**config.mk**
```make
export PLATFORM = sky130hd
export DESIGN_NAME = comp_deadtime_gen
export DESIGN_NICKNAME = d
export VERILOG_FILES = /design/src/rtl/cdt_pkg.sv /design/src/rtl/cdt_sync.sv /design/src/rtl/cdt_delay.sv /design/src/rtl/comp_deadtime_gen.sv
export SDC_FILE = /design/constraint.sdc
export NUM_CORES = 1
export LEC_CHECK = 0
export BUFFER_PORTS_ARGS = -buffer_cell sky130_fd_sc_hd__buf_2
export CAP_MARGIN = 20
export CELL_PAD_IN_SITES_DETAIL_PLACEMENT = 0
export CELL_PAD_IN_SITES_GLOBAL_PLACEMENT = 1
export CORE_ASPECT_RATIO = 2
export CORE_UTILIZATION = 29
export DETAILED_ROUTE_END_ITERATION = 12
export PLACE_DENSITY = 0.7
export SLEW_MARGIN = 20
export SYNTH_ARGS = -nofsm -noshare
export SYNTH_HDL_FRONTEND = slang
export SYNTH_HIERARCHICAL = 1
export SYNTH_SLANG_ARGS = --single-unit
```
**constraint.sdc**
```tcl
create_clock -name clk -period 1.8 [get_ports clk]
set_input_delay 0.45 -clock clk [delete_from_list [all_inputs] [get_ports clk]]
set_output_delay 0.45 -clock clk [all_outputs]
set_load 0.005 [all_outputs]
```
**src/rtl/cdt_pkg.sv**
```systemverilog
package cdt_pkg;
   localparam int DEF_CNT_W       = 8;
   localparam int DEF_SYNC_STAGES = 2;
   localparam int NUM_CH          = 2;

   typedef enum logic {
      CH_MAIN_ON = 1'b0,
      CH_AUX_ON  = 1'b1
   } dly_chan_e;
endpackage

```
**src/rtl/cdt_sync.sv**
```systemverilog
module cdt_sync #(
   parameter int STAGES = cdt_pkg::DEF_SYNC_STAGES
) (
   input  logic clk,
   input  logic rst_n,
   input  logic d_in,
   output logic q_out
);
   initial begin
      if (STAGES < 2) $error("cdt_sync: STAGES must be at least 2");
   end

   logic [STAGES-1:0] chain_q;

   always_ff @(posedge clk or negedge rst_n) begin
      if (!rst_n) chain_q <= '0;
      else        chain_q <= {chain_q[STAGES-2:0], d_in};
   end

   assign q_out = chain_q[STAGES-1];
endmodule

```
**src/rtl/cdt_delay.sv**
```systemverilog
module cdt_delay #(
   parameter int CNT_W = cdt_pkg::DEF_CNT_W
) (
   input  logic             clk,
   input  logic             rst_n,
   input  logic             start,
   input  logic             cancel,
   input  logic [CNT_W-1:0] load_val,
   input  logic             zv_sense,
   output logic             fire
);
   initial begin
      if (CNT_W < 1) $error("cdt_delay: CNT_W must be at least 1");
   end

   logic [CNT_W-1:0] cnt_q;
   logic             run_q;
   logic             expire;

   assign expire = run_q && (zv_sense || (cnt_q == CNT_W'(1)));
   assign fire   = !cancel && ((start && (load_val == '0)) || (!start && expire));

   always_ff @(posedge clk or negedge rst_n) begin
      if (!rst_n) begin
         run_q <= 1'b0;
         cnt_q <= '0;
      end else if (cancel) begin
         run_q <= 1'b0;
      end else if (start) begin
         run_q <= (load_val != '0);
         cnt_q <= load_val;
      end else if (run_q) begin
         if (expire) run_q <= 1'b0;
         else        cnt_q <= cnt_q - CNT_W'(1);
      end
   end

   AST_CNT_LIVE: assert property (@(posedge clk) disable iff (!rst_n)
      run_q |-> (cnt_q != '0));

   AST_ZV_ENDS: assert property (@(posedge clk) disable iff (!rst_n)
      (run_q && zv_sense && !cancel && !start) |=> !run_q);
endmodule

```
**src/rtl/comp_deadtime_gen.sv**
```systemverilog
module comp_deadtime_gen #(
   parameter int CNT_W       = cdt_pkg::DEF_CNT_W,
   parameter int SYNC_STAGES = cdt_pkg::DEF_SYNC_STAGES
) (
   input  logic             clk,
   input  logic             rst_n,
   input  logic             pwm_in,
   input  logic             drv_enable,
   input  logic             aux_pchan_mode,
   input  logic [CNT_W-1:0] pwr_dly_cyc,
   input  logic [CNT_W-1:0] aux_dly_cyc,
   input  logic             pwr_zv_sense,
   input  logic             aux_zv_sense,
   output logic             main_gate,
   output logic             aux_gate,
   output logic             aux_gate_oe
);
   import cdt_pkg::*;

   initial begin
      if (CNT_W < 1 || CNT_W > 32) $error("comp_deadtime_gen: CNT_W out of range");
   end

   logic pwm_s, pwm_prev_q;
   logic rise_w, fall_w;
   logic pwr_q, aux_on_q;

   cdt_sync #(.STAGES(SYNC_STAGES)) u_sync (
      .clk(clk), .rst_n(rst_n), .d_in(pwm_in), .q_out(pwm_s)
   );

   always_ff @(posedge clk or negedge rst_n) begin
      if (!rst_n) pwm_prev_q <= 1'b0;
      else        pwm_prev_q <= pwm_s;
   end

   assign rise_w = pwm_s && !pwm_prev_q;
   assign fall_w = !pwm_s && pwm_prev_q;

   logic             ch_start  [NUM_CH];
   logic             ch_cancel [NUM_CH];
   logic [CNT_W-1:0] ch_load   [NUM_CH];
   logic             ch_zv     [NUM_CH];
   logic             ch_fire   [NUM_CH];

   always_comb begin
      ch_start[CH_MAIN_ON]  = drv_enable && rise_w;
      ch_cancel[CH_MAIN_ON] = !drv_enable || fall_w;
      ch_load[CH_MAIN_ON]   = pwr_dly_cyc;
      ch_zv[CH_MAIN_ON]     = pwr_zv_sense;
      ch_start[CH_AUX_ON]   = drv_enable && fall_w;
      ch_cancel[CH_AUX_ON]  = !drv_enable || rise_w;
      ch_load[CH_AUX_ON]    = aux_dly_cyc;
      ch_zv[CH_AUX_ON]      = aux_zv_sense;
   end

   for (genvar c = 0; c < NUM_CH; c++) begin : g_ch
      cdt_delay #(.CNT_W(CNT_W)) u_dly (
         .clk(clk), .rst_n(rst_n),
         .start(ch_start[c]), .cancel(ch_cancel[c]),
         .load_val(ch_load[c]), .zv_sense(ch_zv[c]),
         .fire(ch_fire[c])
      );
   end

   always_ff @(posedge clk or negedge rst_n) begin
      if (!rst_n) begin
         pwr_q    <= 1'b0;
         aux_on_q <= 1'b1;
      end else if (!drv_enable) begin
         pwr_q    <= 1'b0;
         aux_on_q <= !pwm_s;
      end else begin
         if (fall_w)                   pwr_q <= 1'b0;
         else if (ch_fire[CH_MAIN_ON]) pwr_q <= 1'b1;
         if (rise_w)                   aux_on_q <= 1'b0;
         else if (ch_fire[CH_AUX_ON])  aux_on_q <= 1'b1;
      end
   end

   assign main_gate   = pwr_q && drv_enable;
   assign aux_gate    = aux_pchan_mode ? !aux_on_q : aux_on_q;
   assign aux_gate_oe = drv_enable;

   AST_RISE_AUX_OFF: assert property (@(posedge clk) disable iff (!rst_n)
      (drv_enable && rise_w) |=> !aux_on_q);

   AST_FALL_PWR_OFF: assert property (@(posedge clk) disable iff (!rst_n)
      (drv_enable && fall_w) |=> !pwr_q);

   AST_PWR_ON_SRC: assert property (@(posedge clk) disable iff (!rst_n)
      $rose(pwr_q) |-> $past(ch_fire[CH_MAIN_ON] && drv_enable));

   AST_SLEEP_CLEAR: assert property (@(posedge clk) disable iff (!rst_n)
      !drv_enable |=> !pwr_q);

   AST_BREAK_MAKE: assert property (@(posedge clk) disable iff (!rst_n)
      !(pwr_q && aux_on_q));
endmodule

```
==> results of run 1 <==
-- how the worst max path moves through the flow --
stage | depth (start not counted) | to | slack, ps | startpoint
2_1_floorplan | 6 | g_ch[1].u_dly/cnt_q[1] | 140 | u_sync/chain_q[1]
6_report | 7 | g_ch[0].u_dly/cnt_q[6] | 40 | g_ch[0].u_dly/cnt_q[0]
3_5_place_dp | 8 | aux_on_q | -8 | g_ch[1].u_dly/cnt_q[1]
3_3_place_gp | 8 | aux_on_q | 5 | g_ch[1].u_dly/cnt_q[1]
5_1_grt | 8 | aux_on_q | -30 | g_ch[1].u_dly/cnt_q[1]
4_1_cts | 8 | aux_on_q | 0.3 | g_ch[1].u_dly/cnt_q[1]
-- cells in the mapped netlist (5+ instances only) --
library cell	instances	area, um2
o21ai_0	8	40.0
nor3_1	8	40.0
nand2_1	7	26.3
nor2_1	10	37.5
dfrtp_1	22	551
mux2i_1	10	100
a21oi_1	6	30.0
nor2b_1	6	37.5
inv_1	6	22.5
nand3_1	8	40.0
a22oi_1	5	37.5
-- layer usage --
metal | vias up | part of all wire [%]
met2 | 37 | 59
met4 | 0 | 4.2
met3 | 12 | 2.6
met5 | - | 0
li1 | 679 | -
met1 | 677 | 34
-- state kept, by name, indices dropped and copies added (netlist names) --
name,count
g_ch.u_dly/run_q,2
aux_on_q,1
u_sync/chain_q,2
pwr_q,1
g_ch.u_dly/cnt_q,16
pwm_prev_q,1
-- power breakdown --
| part | internal (uW) | switching, uW |
|---|---|---|
| clock | 158 | 175 |
| sequential | 653 | 170 |
| combinational | 447 | 415 |
| total | 1260 | 760 |
-- final cells by class --
class | count | share of cell area, %
flip-flops and latches | 23 | 28.8
inverters | 6 | 1.13
multi-input cells | 116 | 46.3
well taps | 57 | 3.57
clock buffers | 4 | 2.25
repair buffers | 56 | 17.9
-- cells by family (layout without fill, tap and decap cells) --
logic type / count (synthesis) / in the layout
AO/OA/AOI/OAI: 42 / 42
buffers and inverters: 9 / 66
multiplexers: 10 / 10
adder cells (fa/ha/maj): 4 / 4
flip-flops: 23 / 23
XOR/XNOR: 1 / 1
AND/OR/NAND/NOR: 59 / 59
-- per-stage QoR --
step	power, uW	area [um2]
detailed placement	1610	1880
global route	2160	2000
global placement	1590	1880
finish	2020	2000
CTS	1980	1960
floorplan	1220	1480
-- critical path: stages, from the launching register on --
cell and delay (ps):
dfrtp_1 450, buf_4 170, inv_1 50, ha_2 190, nor3b_4 210, nand2_1 130, a2111oi_2 320, o22ai_1 130
-- cells in the final DEF, fill, tap and decap left out, drive strengths merged, types with 6 or more instances in the layout --
master / netlist / routed
mux2i: 10 / 10
inv: 6 / 6
a21oi: 6 / 6
nand3: 8 / 8
nor3: 10 / 10
nand2: 7 / 7
nor2: 10 / 10
o21ai: 8 / 8
dfrtp: 22 / 22
buf: 3 / 56
nor2b: 8 / 8
-- timing repair --
item / in CTS / in global routing
setup endpoints to repair: 6 / 7
setup buffers: 2 / 0
pin swaps: 0 / 5
resized for setup: 6 / 10
==> results.sh, run 1 <==
export IMPL_rsz0062_at_grt="yes"
export IMPL_final_max_slew_viol_count=0
export IMPL_drtPass1Iterations=4
export IMPL_dieHeight_um=103
export IMPL_period_share_pct=97.9
export IMPL_ctsRootBufferMaster="clkbuf_8"
export IMPL_grt_ovfl_total=0
export IMPL_cts_max_level=1
export IMPL_wl_per_cell_um=16.2
export IMPL_worst_r2r_setup_slack_ps=40
export IMPL_maxSlewHeadroom_pct=62.4
export IMPL_multiInputGateArea_um2=926
export IMPL_dp_hpwl_um=3330
export IMPL_placementRows=36
export IMPL_route_detailed_drc=0
export IMPL_peakVddDrop_mv=0.593
export IMPL_port_buffers=25
export IMPL_crit_path_end_kind="register"
export IMPL_hp_class="in -> async"
export IMPL_hold_viol=0
export IMPL_async_reset_ff_share_pct=100
export IMPL_netlist_area_mm2=0.00148
export IMPL_die_w_um=52.6
export IMPL_grt_usage_pct=16.8
export IMPL_worst_slack_ps=36.9
export IMPL_max_freq_mhz=567
export IMPL_synth_top_family_by_area="simple AND/OR/NAND/NOR gates"
export IMPL_drive_above_1_share_pct=42.9
export IMPL_rr_worst_depth=7
export IMPL_ys_warn_count=6
export IMPL_synth_flop_cell="dfrtp_1"
export IMPL_dpl_worst_slack_ps=-7.70
export IMPL_maxCapViolations=0
export IMPL_avgSynthCellArea_um2=10.0
export IMPL_numCtsBuffers=3
export IMPL_use_met2_pct=34.1
export IMPL_fin_tns_setup_ps=0
export IMPL_num_vias=1405
export IMPL_setup_viol=0
export IMPL_cp_max_fo=4
export IMPL_holdWs_ps=167
export IMPL_insertion_delay_ps=270
export IMPL_ys_ff_latch=23
export IMPL_die_area_mm2=0.00542
export IMPL_synth_simple_area_share_pct=26.9
export IMPL_regArea_um2=577
export IMPL_diodes=0
export IMPL_ios=26
export IMPL_grt_pass1_vias=1538
export IMPL_grt_met3_usage_pct=1.47
export IMPL_synth_nets=175
export IMPL_grt_busiest_layer="met2"
export IMPL_syn_inst=148
export IMPL_criticalPathCategory="reg -> reg"
export IMPL_crit_required_ps=1940
export IMPL_ant_nets=0
export IMPL_cts_buffer_depth=2
export IMPL_synth_edf_count=0
export IMPL_powerDensity_mw_per_mm2=1010
export IMPL_via_per_inst=5.36
export IMPL_met1_usage_pct=14.5
export IMPL_synthDistinctLibCells=36
export IMPL_synthAdderAreaFrac_pct=3.37
export IMPL_grt_max_degree=24
export IMPL_outcome="completed"
export IMPL_power_leakage_uw=0.000864
export IMPL_worst_setup_path_start_kind="register"
export IMPL_period_needed_ps=1760
export IMPL_antenna_found_initial=0
export IMPL_rr_endpoint="g_ch[0].u_dly/cnt_q[6]"
export IMPL_gp_congestion=0.829
export IMPL_fin_nets=233
export IMPL_synth_compound_area_share_pct=20.8
export IMPL_path_clk_slew_ps=90
export IMPL_cts_hold_buf=0
export IMPL_fp_coreArea_mm2=0.00491
export IMPL_tightest_slew_ps=564
export IMPL_skew_ps=5.80
export IMPL_synth_xor_area_share_pct=0.590
export IMPL_cts_sink_count=23
export IMPL_synth_seq_area_share_pct=38.9
export IMPL_fill_cells=520
export IMPL_initial_core_util_pct=30.2
export IMPL_synthMuxAreaShare_pct=6.75
export IMPL_timing_rr_start="g_ch[0].u_dly/cnt_q[0]"
export IMPL_worstPathArrival_ps=1910
export IMPL_drtIter0Drc=28
export IMPL_totalWireLength_um=4250
export IMPL_finalNonFillerCells=262
export IMPL_cts_tree="done"
export IMPL_final_core_util_pct=40.7
export IMPL_grt_pass1_wl_um=6660
export IMPL_placed_cells=256
export IMPL_area_growth_pct=34.7
(Power assumes the default switching activity.)
==> run 2, diff against run 1 <==
==> constraint.sdc (replaced) <==
create_clock -name clk -period 1.6 [get_ports clk]
set_input_delay 0.4 -clock clk [delete_from_list [all_inputs] [get_ports clk]]
set_output_delay 0.4 -clock clk [all_outputs]
set_load 0.005 [all_outputs]
==> run 2 against run 1 <==
The run now ends with setup timing left; non-clock buffer count rose by 23; via count increased by 6.6%; die area unchanged; clock skew hardly changed; global-route usage increased by 2.2 points; final cell count increased by 8.8%; clock power is 12% higher; wire length grew 6.8%; utilization grew 6.3 points; sequential share of layout area is 3.9 points lower; total power increased by 29%.
==> results.sh, run 2 (synthesized netlist as in run 1, its figures left out) <==
export IMPL_top_register="g_ch.u_dly/cnt_q"
export IMPL_drtIter0Drc=30
export IMPL_rsz0062_at_grt="yes"
export IMPL_grt_pass1_vias=1602
export IMPL_crit_path_end_kind="register"
export IMPL_powerDensity_mw_per_mm2=1120
export IMPL_cts_hold_buf=0
export IMPL_max_freq_mhz=600
export IMPL_path_clk_slew_ps=90
export IMPL_combPwrFrac_pct=51.0
export IMPL_maxSlewHeadroom_pct=61.8
export IMPL_area_growth_pct=55.7
export IMPL_hold_viol=0
export IMPL_netSwitchingPower_uw=973
export IMPL_crit_required_ps=1790
export IMPL_dpl_worst_slack_ps=-234
export IMPL_regArea_um2=577
export IMPL_ant_nets=0
export IMPL_placementRows=36
export IMPL_antenna_found_initial=0
export IMPL_dieHeight_um=103
export IMPL_hp_class="in -> async"
export IMPL_numCtsBuffers=3
export IMPL_power_internal_uw=1630
export IMPL_worst_slack_ps=-67.4
export IMPL_maxCapViolations=0
export IMPL_cts_max_level=1
export IMPL_grt_usage_pct=19.0
export IMPL_port_buffers=25
export IMPL_fill_cells=474
export IMPL_via_per_inst=5.26
export IMPL_grt_pass1_wl_um=7410
export IMPL_gp_congestion=0.830
export IMPL_insertion_delay_ps=270
export IMPL_cts_sink_count=23
export IMPL_fin_nets=256
export IMPL_initial_core_util_pct=30.2
export IMPL_die_area_mm2=0.00542
export IMPL_dp_hpwl_um=3560
export IMPL_peakVddDrop_mv=0.697
export IMPL_criticalPathCategory="reg -> reg"
export IMPL_grt_max_degree=24
export IMPL_worstPathArrival_ps=1850
export IMPL_ios=26
export IMPL_fin_tns_setup_ps=-197
export IMPL_final_max_slew_viol_count=0
export IMPL_period_needed_ps=1670
export IMPL_multiInputGateArea_mm2=0.00106
export IMPL_grt_met3_usage_pct=2.06
export IMPL_final_common_cell="buf_4"
export IMPL_drtPass1Iterations=4
export IMPL_grt_busiest_layer="met2"
export IMPL_final_core_util_pct=47.1
export IMPL_period_share_pct=104
export IMPL_largestRegisters="g_ch.u_dly/cnt_q: 16 flops, g_ch.u_dly/run_q: 2 flops, u_sync/chain_q: 2 flops"
export IMPL_worst_setup_path_start_kind="register"
export IMPL_finalInstanceArea_mm2=0.00231
export IMPL_outcome="finished with violations"
export IMPL_violations="setup timing"
export IMPL_diodes=0
export IMPL_totalWireLength_um=4540
export IMPL_cts_tree="done"
export IMPL_die_w_um=52.6
export IMPL_postPlaceCellArea_mm2=0.00201
export IMPL_largest_register_ffs=16
export IMPL_switching_share_pct=37.4
export IMPL_setup_viol=4
export IMPL_skew_ps=5.94
export IMPL_wl_per_cell_um=15.9
export IMPL_fp_coreArea_mm2=0.00491
export IMPL_use_met2_pct=37.5
export IMPL_met1_usage_pct=18.1
export IMPL_num_vias=1498
export IMPL_ctsRootBufferMaster="clkbuf_8"
export IMPL_power_leakage_uw=0.00100
export IMPL_cp_max_fo=2
export IMPL_route_detailed_drc=0
export IMPL_cts_buffer_depth=2
export IMPL_layout_common_cells="buf_4 (52), buf_2 (25), dfrtp_1 (22), mux2i_1 (10)"
export IMPL_tightest_slew_ps=573
export IMPL_drive_above_1_share_pct=54.8
export IMPL_grt_ovfl_total=0
export IMPL_clock_power_share_pct=14.3
export IMPL_seqPwrFrac_pct=34.7
## run 2: metal layers
layer	vias to the layer above	routed length (um)
li1	729	-
met1	722	1510
met2	35	2720
met3	12	117
met4	0	185
met5	-	0
## run 2: final timing paths
| check | from | endpoint | slack [ps] | depth (start not counted) |
|---|---|---|---|---|
| max | g_ch[1].u_dly/cnt_q[1] | aux_on_q | -70 | 8 |
| min | rst_n | g_ch[1].u_dly/cnt_q[1] | 120 | 1 |
| max reg2reg | g_ch[1].u_dly/cnt_q[1] | aux_on_q | -70 | 8 |
| min reg2reg | u_sync/chain_q[0] | u_sync/chain_q[1] | 360 | 0 |
| max in group asynchronous | rst_n | g_ch[1].u_dly/cnt_q[0] | 1100 | 1 |
| min in group clk | pwm_in | u_sync/chain_q[0] | 240 | 1 |
## run 2: cell type report
cell class                 instances  area share, %
timing repair buffer              79           23.3
tap                               57           3.09
inverter                           6          0.975
sequential                        23           25.0
clock buffer                       4           1.95
multi-input combinational        116           45.7
## run 2: stage by stage
| stage | hold slack (ps) | instances | power [uW] |
|---|---|---|---|
| after detailed placement | 347 | 272 | 1960 |
| after CTS | 130 | 282 | 2520 |
| after floorplan | 104 | 148 | 1380 |
| after global placement | 334 | 272 | 1950 |
| final | 122 | 285 | 2600 |
| after global routing | 142 | 285 | 2800 |
## run 2: timing repair
item,in CTS,in global routing
resized for setup,25,16
setup buffers,6,4
pin swaps,4,13
setup endpoints to repair,17,19
## run 2: worst max-delay path: stages (launching register included)
cell and delay [ps]:
dfrtp_1 400, inv_2 80, ha_4 120, nor4b_4 200
a21oi_1 90, or3b_1 370, a21oi_2 130, nor2_1 50
a22oi_1 140
## run 2: power groups by stage
stage | clock, uW | sequential, uW | combinational [uW]
after floorplan | 0 | 927 | 449
after global placement | 0 | 903 | 1050
after detailed placement | 0 | 911 | 1050
after CTS | 394 | 896 | 1230
after global routing | 424 | 924 | 1450
final | 372 | 902 | 1320
